==> config.mk <==
export PLATFORM = sky130hd
export DESIGN_NAME = sd_ovl_detect
export DESIGN_NICKNAME = d
export VERILOG_FILES = /design/src/rtl/sd_ovl_pkg.sv /design/src/rtl/sd_rst_sync.sv /design/src/rtl/sd_store_rec.sv /design/src/rtl/sd_opnd_eq.sv /design/src/rtl/sd_range_ovl.sv /design/src/rtl/sd_ovl_detect.sv
export SDC_FILE = /design/constraint.sdc
export NUM_CORES = 1
export LEC_CHECK = 0
export ABC_AREA = 1
export CAP_MARGIN = 5
export CELL_PAD_IN_SITES_DETAIL_PLACEMENT = 0
export CELL_PAD_IN_SITES_GLOBAL_PLACEMENT = 1
export CORE_MARGIN = 2
export CORE_UTILIZATION = 50
export DETAILED_ROUTE_END_ITERATION = 12
export DONT_BUFFER_PORTS = 1
export GPL_TIMING_DRIVEN = 0
export PLACE_DENSITY_LB_ADDON = 0.1
export REMOVE_ABC_BUFFERS = 1
export SYNTH_ARGS = -nofsm -noshare
export SYNTH_HDL_FRONTEND = slang
export SYNTH_SLANG_ARGS = --single-unit
==> constraint.sdc <==
create_clock -name clk -period 3.15 [get_ports clk]
set_input_delay 0 -clock clk [delete_from_list [all_inputs] [get_ports clk]]
set_output_delay 0 -clock clk [all_outputs]
set_load 0.01 [all_outputs]
==> src/rtl/sd_ovl_pkg.sv <==
package sd_ovl_pkg;

  parameter int unsigned SD_VAL_W = 16;

  typedef enum logic {
    SZ_WORD = 1'b0,
    SZ_DBL  = 1'b1
  } acc_sz_e;

  function automatic int unsigned sz_bytes(input acc_sz_e sz,
                                           input int unsigned word_b,
                                           input int unsigned dbl_b);
    return (sz == SZ_DBL) ? dbl_b : word_b;
  endfunction

endpackage

==> src/rtl/sd_rst_sync.sv <==
module sd_rst_sync #(
  parameter int unsigned STAGES = 2
) (
  input  logic clk,
  input  logic rst_ni,
  output logic rst_no
);

  logic [STAGES-1:0] chain_q;
  logic [STAGES-1:0] chain_d;

  always_comb begin
    chain_d = {chain_q[STAGES-2:0], 1'b1};
  end

  always_ff @(posedge clk or negedge rst_ni) begin
    if (!rst_ni) begin
      chain_q <= '0;
    end else begin
      chain_q <= chain_d;
    end
  end

  assign rst_no = chain_q[STAGES-1];

endmodule

==> src/rtl/sd_store_rec.sv <==
module sd_store_rec #(
  parameter int unsigned VAL_W = 16,
  localparam int unsigned OPD_W = VAL_W + 1
) (
  input  logic             clk,
  input  logic             rst_n,
  input  logic             cap_i,
  input  logic             clr_i,
  input  logic [OPD_W-1:0] a_i,
  input  logic [OPD_W-1:0] b_i,
  input  logic             dbl_i,
  output logic             vld_o,
  output logic [OPD_W-1:0] a_o,
  output logic [OPD_W-1:0] b_o,
  output logic             dbl_o
);

  logic             vld_q, vld_d;
  logic [OPD_W-1:0] a_q, a_d, b_q, b_d;
  logic             dbl_q, dbl_d;
  logic             en;

  // capture has priority over clear
  always_comb begin
    en    = cap_i | clr_i;
    vld_d = vld_q;
    a_d   = a_q;
    b_d   = b_q;
    dbl_d = dbl_q;
    if (cap_i) begin
      vld_d = 1'b1;
      a_d   = a_i;
      b_d   = b_i;
      dbl_d = dbl_i;
    end else if (clr_i) begin
      vld_d = 1'b0;
    end
  end

  always_ff @(posedge clk or negedge rst_n) begin
    if (!rst_n) begin
      vld_q <= 1'b0;
      a_q   <= '0;
      b_q   <= '0;
      dbl_q <= 1'b0;
    end else if (en) begin
      vld_q <= vld_d;
      a_q   <= a_d;
      b_q   <= b_d;
      dbl_q <= dbl_d;
    end
  end

  assign vld_o = vld_q;
  assign a_o   = a_q;
  assign b_o   = b_q;
  assign dbl_o = dbl_q;

endmodule

==> src/rtl/sd_opnd_eq.sv <==
module sd_opnd_eq #(
  parameter int unsigned VAL_W = 16,
  localparam int unsigned OPD_W = VAL_W + 1
) (
  input  logic [OPD_W-1:0] lhs_i,
  input  logic [OPD_W-1:0] rhs_i,
  output logic             eq_o
);

  // operand = {is_const, value}; kind and value must both agree
  logic kind_eq;
  logic val_eq;

  always_comb begin
    kind_eq = (lhs_i[OPD_W-1] == rhs_i[OPD_W-1]);
    val_eq  = (lhs_i[VAL_W-1:0] == rhs_i[VAL_W-1:0]);
    eq_o    = kind_eq & val_eq;
  end

endmodule

==> src/rtl/sd_range_ovl.sv <==
module sd_range_ovl
  import sd_ovl_pkg::*;
#(
  parameter int unsigned VAL_W      = 16,
  parameter int unsigned WORD_BYTES = 4,
  parameter int unsigned DBL_BYTES  = 8,
  localparam int unsigned SUM_W     = VAL_W + $clog2(DBL_BYTES + 1) + 1
) (
  input  logic [VAL_W-1:0] st_off_i,
  input  logic             st_dbl_i,
  input  logic [VAL_W-1:0] ld_off_i,
  input  logic             ld_dbl_i,
  output logic             ovl_o
);

  localparam int unsigned EXT_W = SUM_W - VAL_W;

  logic signed [SUM_W-1:0] st_off_x, ld_off_x;
  logic signed [SUM_W-1:0] st_sz, ld_sz;
  logic signed [SUM_W-1:0] st_end, ld_end;
  logic                    st_below;

  always_comb begin
    st_off_x = {{EXT_W{st_off_i[VAL_W-1]}}, st_off_i};
    ld_off_x = {{EXT_W{ld_off_i[VAL_W-1]}}, ld_off_i};
    st_sz    = SUM_W'(sz_bytes(acc_sz_e'(st_dbl_i), WORD_BYTES, DBL_BYTES));
    ld_sz    = SUM_W'(sz_bytes(acc_sz_e'(ld_dbl_i), WORD_BYTES, DBL_BYTES));
    st_end   = st_off_x + st_sz;
    ld_end   = ld_off_x + ld_sz;
    st_below = (st_off_x < ld_off_x);
    ovl_o    = st_below ? (st_end > ld_off_x) : (ld_end > st_off_x);
  end

endmodule

==> src/rtl/sd_ovl_detect.sv <==
module sd_ovl_detect
  import sd_ovl_pkg::*;
#(
  parameter int unsigned VAL_W       = SD_VAL_W,
  parameter int unsigned WORD_BYTES  = 4,
  parameter int unsigned DBL_BYTES   = 8,
  parameter int unsigned SYNC_STAGES = 2
) (
  input  logic             clk,
  input  logic             rst_ni,
  input  logic             st_cap_i,
  input  logic             st_a_c_i,
  input  logic [VAL_W-1:0] st_a_v_i,
  input  logic             st_b_c_i,
  input  logic [VAL_W-1:0] st_b_v_i,
  input  logic             st_dbl_i,
  input  logic             grp_clr_i,
  input  logic             ld_req_i,
  input  logic             ld_a_c_i,
  input  logic [VAL_W-1:0] ld_a_v_i,
  input  logic             ld_b_c_i,
  input  logic [VAL_W-1:0] ld_b_v_i,
  input  logic             ld_dbl_i,
  output logic             ovl_vld_o,
  output logic             ovl_hit_o
);

  localparam int unsigned OPD_W  = VAL_W + 1;
  localparam int unsigned N_CMP  = 4;

  logic rst_sync_n;

  sd_rst_sync #(.STAGES(SYNC_STAGES)) u_rst (
    .clk    (clk),
    .rst_ni (rst_ni),
    .rst_no (rst_sync_n)
  );

  logic [OPD_W-1:0] st_a, st_b, ld_a, ld_b;
  logic             rec_vld, rec_dbl;
  logic [OPD_W-1:0] rec_a, rec_b;

  assign st_a = {st_a_c_i, st_a_v_i};
  assign st_b = {st_b_c_i, st_b_v_i};
  assign ld_a = {ld_a_c_i, ld_a_v_i};
  assign ld_b = {ld_b_c_i, ld_b_v_i};

  sd_store_rec #(.VAL_W(VAL_W)) u_rec (
    .clk   (clk),
    .rst_n (rst_sync_n),
    .cap_i (st_cap_i),
    .clr_i (grp_clr_i),
    .a_i   (st_a),
    .b_i   (st_b),
    .dbl_i (st_dbl_i),
    .vld_o (rec_vld),
    .a_o   (rec_a),
    .b_o   (rec_b),
    .dbl_o (rec_dbl)
  );

  // comparator k: 0 la/ra, 1 lb/rb, 2 la/rb, 3 lb/ra
  logic [OPD_W-1:0] cmp_l [N_CMP];
  logic [OPD_W-1:0] cmp_r [N_CMP];
  logic [N_CMP-1:0] cmp_eq;

  always_comb begin
    cmp_l[0] = ld_a;  cmp_r[0] = rec_a;
    cmp_l[1] = ld_b;  cmp_r[1] = rec_b;
    cmp_l[2] = ld_a;  cmp_r[2] = rec_b;
    cmp_l[3] = ld_b;  cmp_r[3] = rec_a;
  end

  for (genvar k = 0; k < N_CMP; k++) begin : g_cmp
    sd_opnd_eq #(.VAL_W(VAL_W)) u_eq (
      .lhs_i (cmp_l[k]),
      .rhs_i (cmp_r[k]),
      .eq_o  (cmp_eq[k])
    );
  end

  logic rng_ovl;

  sd_range_ovl #(
    .VAL_W      (VAL_W),
    .WORD_BYTES (WORD_BYTES),
    .DBL_BYTES  (DBL_BYTES)
  ) u_rng (
    .st_off_i (rec_a[VAL_W-1:0]),
    .st_dbl_i (rec_dbl),
    .ld_off_i (ld_a_v_i),
    .ld_dbl_i (ld_dbl_i),
    .ovl_o    (rng_ovl)
  );

  logic same_ord, swap_ord, rng_en, hit_d, vld_d;
  logic vld_q, hit_q;

  always_comb begin
    same_ord = cmp_eq[0] & cmp_eq[1];
    swap_ord = cmp_eq[2] & cmp_eq[3];
    rng_en   = cmp_eq[1] & ld_a[OPD_W-1] & rec_a[OPD_W-1];
    vld_d    = ld_req_i;
    hit_d    = ld_req_i & rec_vld & (same_ord | swap_ord | (rng_en & rng_ovl));
  end

  always_ff @(posedge clk or negedge rst_sync_n) begin
    if (!rst_sync_n) begin
      vld_q <= 1'b0;
      hit_q <= 1'b0;
    end else begin
      vld_q <= vld_d;
      hit_q <= hit_d;
    end
  end

  assign ovl_vld_o = vld_q;
  assign ovl_hit_o = hit_q;

endmodule

Yosys cells after proc, flatten, opt, wreduce, memory -nomap -nowiden --
Cells that the tools add are included.
Storage, ports and cells: register bits 40, output and inout bits 2, logic and storage cells 42
Operators by class: add/subtract/negate cells 2, magnitude comparators 3, eq/ne operators 8, muxes and demuxes 5, bitwise logic cells 14, reduce and logical (&&, ||, !) cells 3
Operators with widths (number):
- 16-bit equality test | 4
- 16-bit by 5-bit adder with 17-bit output | 2
- 21-bit by 16-bit > comparator with 1-bit output | 1
- 17-bit by 16-bit > comparator with 1-bit output | 1
- 16-bit < comparator | 1
- 1-bit bitwise AND | 11
- 4-bit 2-to-1 mux | 2
- 1-bit equality test | 4
- 2-bit AND reduction | 2
- 1-bit 2-to-1 mux | 3
- 1-bit bitwise OR | 3
- 2-bit nonzero test | 1

Logic depth before layout (Yosys ltp) --
depth in word-level cells 7, gate-level depth with buffers 24

Hierarchy --
From an unflattened synthesis, not the netlist that was laid out.
Unflattened totals: cell total of the unflattened synthesis 742, area, all modules 4644.5 sq um
Modules (own cells, without submodules):
- sd_range_ovl | times used 1, cells an instance 332, area an instance 1990.7 sq um
- sd_store_rec | times used 1, cells an instance 152, area an instance 1415.1 sq um
- sd_opnd_eq | times used 4, cells an instance 61, area an instance 275.3 sq um
- sd_ovl_detect | times used 1, cells an instance 11, area an instance 83.8 sq um
- sd_rst_sync | times used 1, cells an instance 3, area an instance 53.8 sq um

Worst setup path before layout --
Ideal clock, no wire load.
kind reg-to-reg, start reg u_rec.dbl_q (netlist: u_rec.dbl_o), end reg hit_q (netlist: ovl_hit_o), data arrival time 2.816 ns, required time 3.029 ns, setup slack 0.213 ns, cell stages (with the launch flop) 25, period minus slack after synthesis 2.937 ns, cells stage by stage dfrtp_1 -> inv_1 -> ha_1 -> fa_1 -> nand2_1 -> nor2_1 -> nand3_1 -> nor4_2 -> nand2_1 -> nor3_2 -> inv_1 -> nand2_1 -> inv_1 -> ha_1 -> nand2_1 -> nor2_1 -> nand2_1 -> nor2_1 -> nand2_1 -> nand3_1 -> nor2_1 -> a21oi_1 -> nand2_1 -> nand3_1 -> a21oi_1
On the way: longest elaborated chain between the ends 7
Ends and longest elaborated chain:
- from (decl) | line sd_store_rec.sv:20 | logic dbl_q, dbl_d;
- from (signal assigned) | line sd_store_rec.sv:50 | dbl_q <= dbl_d;
- 4-bit 2-to-1 mux | line sd_ovl_pkg.sv:13 | return (sz == SZ_DBL) ? dbl_b : word_b;
- 16-bit by 5-bit adder with 17-bit output | line sd_range_ovl.sv:28 | st_end = st_off_x + st_sz;
- 21-bit by 16-bit > comparator with 1-bit output | line sd_range_ovl.sv:31 | ovl_o = st_below ? (st_end > ld_off_x) : (ld_end > st_off_x);
- 1-bit 2-to-1 mux | line sd_range_ovl.sv:31
- 1-bit bitwise AND | line sd_ovl_detect.sv:104 | hit_d = ld_req_i & rec_vld & (same_ord | swap_ord | (rng_en & rng_ovl));
- 1-bit bitwise OR | line sd_ovl_detect.sv:104
- 1-bit bitwise AND | line sd_ovl_detect.sv:104
- named net hit_d | line sd_ovl_detect.sv:96 | logic same_ord, swap_ord, rng_en, hit_d, vld_d;
- to (signal assigned) | line sd_ovl_detect.sv:113 | hit_q <= hit_d;
- to (decl) | line sd_ovl_detect.sv:97 | logic vld_q, hit_q;
The timed path passes the listed nets, and every way through them passes these cells. A chain may end at the register's enable or synchronous reset.

Worst setup path after layout --
Same ends and word-level chain as after synthesis.

==> reports/metrics.csv <==
metric,value,unit
outcome,completed,
place_hpwl,8749,um
ant_nets,0,
p_total,0.001656,W
timing.rr.start,u_rec.dbl_o,
gp_congestion,0.9100,
synth_compound_area_share,8.851,%
die_y,93.29,um
min_period,3103,ps
core_area,7727,um2
ys_types,32,
rsz0062_at_grt,yes,
yosys.area_share.simple,26.93,%
clock-sinks,40,
cts-htree-levels,2,
synth_area_leader_cell,dfrtp_1,
vdd_drop_max,0.2353,mV
drc,0,
grt_start_max_net_pins,61,
syn_inst,561,
final_cell_mix,"nand2_1, inv_1, ha_1, dlygate4sd3_1, dfrtp_1",
fin_ws,47.39,ps
fill_cells,737,
grt_usage,26.77,%
cts_tree,yes,
overflow,0,
cts_buffer_depth,2,
cap_viol_max_count,0,
tightest_slew,884.0,ps
critPathLaunch,u_rec.dbl_o,
critPathMaxFanout,3,
final_common_cell,nand2_1,
worst_skew_pair.late_latency,300,ps
worstRegToRegCells,22,
drv_slew,0,
antenna_found_initial,0,
initial_core_util,51.59,%
wl,11190,um
final_nets,741,
synthXorXnorAreaFrac,12.52,%
clock-root-buffer,clkbuf_8,
pin_count,77,
yosysWarnings,0,
min_from,st_cap_i,
drive_gt1_share,12.07,%
grt_pass1_wl,17950,um
die_area,8703,um2
final_hold_viol_count,0,
vias,3677,
max_freq,0.3223,GHz
crit_type,reg -> reg,
fp-row-count,32,
cp.required,3350,ps
syn2layout_area_growth,21.37,%
worstSetupStartpointType,register,
avgSynthCellArea,7.106,um2
power.leakage,2.455,nW
worstSetupEndpointType,register,
yosys.area.top_type_share,25.11,%
grt_pass1_vias,3688,
finalSetupViolations,0,
cp.arrival,3300,ps
regToRegEndpoint,ovl_hit_o,
min_to,u_rec.b_o[13],
reg2reg_slack,50,ps
yosys.area_share.adder,17.33,%
post_synth_instance_area,3986,um2
pre_cts_ws,-292.1,ps
powerDensity,342.2,nW/um2
finalClockSkew,15.03,ps
period_share,98.50,%
avgViaCountPerCell,5.143,
hp-class,in -> reg,
io_buffer_count,0,
die_w,93.29,um
synth.area.mux_share,0,%
path_clk_slew,100,ps
dr.pass1.iters,5,
synth.yosys.seq_area_share,25.11,%
holdPathStages,3,
synth.top_cells.by_area,"dfrtp_1, ha_1, nand2_1",
wl_per_cell,15.65,um
synth_top_family_by_area,simple AND/OR/NAND/NOR gates,
relSlewSlack,41.07,%
cts_buffers,5,
diodes,0,
drt_iter0_markers,211,
ys_ff_latch,40,
==> kinds of logic after synthesis <==
logic type	count (synthesis)
other	1
AO/OA/AOI/OAI	66
XOR/XNOR	57
adder cells (fa/ha/maj)	54
buffers and inverters	96
flip-flops	40
AND/OR/NAND/NOR	247
==> stage by stage <==
step | hold slack, ps | utilization, % | std cells | TNS (ps) | instance area, um2
2_1_floorplan | -295.6 | - | 553 | 0 | 3956
3_3_place_gp | -295.5 | 52.85 | 655 | -307.2 | 4084
3_5_place_dp | -295.5 | 52.87 | 655 | -292.1 | 4085
4_1_cts | 15.90 | 61.43 | 713 | -142.8 | 4747
5_1_grt | 43.21 | 62.61 | 715 | -144.5 | 4838
6_report | 16.21 | 62.61 | 715 | 0 | 4838
==> repair_timing <==
action / 4_1_cts / 5_1_grt
endpoints found under the setup margin: 1 / 1
hold buffers: 41 / 0
hold endpoints to repair: 40 / 0
gates cloned: 0 / 0
pin swaps: 10 / 11
resized for setup: 16 / 18
setup buffers: 9 / 2
==> worst max-delay path: stages, from the launching register on <==
cell,delay [ps]
dfrtp_1,400
buf_4,160
ha_4,250
a21oi_2,60
nor2_4,110
nand4_2,110
or2_4,280
nor2_4,120
nand2_2,90
nor3_2,130
xor2_1,90
ha_1,330
inv_2,50
nor2_4,90
nand2_2,90
nor2_4,130
nand2_1,70
nand3_1,70
nor2_1,50
a21oi_2,90
nand2_1,100
nand3_2,80
a21oi_2,50
==> cells in the mapped netlist <==
cell and count:
a21o_1 3, a21oi_1 20, a21oi_2 1, clkbuf_1 8, clkinv_1 1, conb_1 1, dfrtp_1 40, fa_1 2
ha_1 52, inv_1 75, inv_2 11, inv_6 1, nand2_1 152, nand2_2 1, nand3_1 23, nand4_1 10
nand4_2 1, nor2_1 40, nor2_2 2, nor2_4 2, nor3_1 7, nor3_2 4, nor4_1 1, nor4_2 2
o21a_1 1, o21ai_0 27, o21ai_1 7, o22ai_1 7, or2_1 1, or2_4 1, xnor2_1 19, xor2_1 38
==> power by group <==
group	leakage (nW)	internal (W)	total (W)	switching, W
Sequential	0.484	0.000556	0.000628	0.0000718
Combinational	1.92	0.000260	0.000589	0.000329
Clock	0.0552	0.000236	0.000439	0.000203
==> worst max-delay path by stage <==
stage / to / cells past startpoint
final: ovl_hit_o / 22
after detailed placement: ovl_hit_o / 24
after global placement: ovl_hit_o / 24
after CTS: ovl_hit_o / 24
after global routing: ovl_hit_o / 24
after floorplan: ovl_hit_o / 24
==> sequential cells by signal, summed over array words and instances, names as in the netlist <==
name / count
u_rec.a_o: 17
u_rec.b_o: 17
u_rst.chain_q: 2
ovl_hit_o: 1
ovl_vld_o: 1
u_rec.dbl_o: 1
u_rec.vld_o: 1
==> routing by layer <==
metal / global-route usage [%] / wire length (um)
met1: 34.97 / 5030
met4: 6.005 / 188
met5: 0 / 0
met3: 5.721 / 667
met2: 45.38 / 5301
==> area by class of cell <==
type	instances	area [um2]	share of cell area (%)
clock buffers	6	72.57	1.500
clock inverters	2	35.03	0.7241
inverters	88	335.3	6.930
multi-input cells	425	2763	57.10
flip-flops and latches	40	1002	20.71
well taps	102	127.6	2.638
repair buffers	52	503.0	10.40
Power figures use the tool's default switching activity.
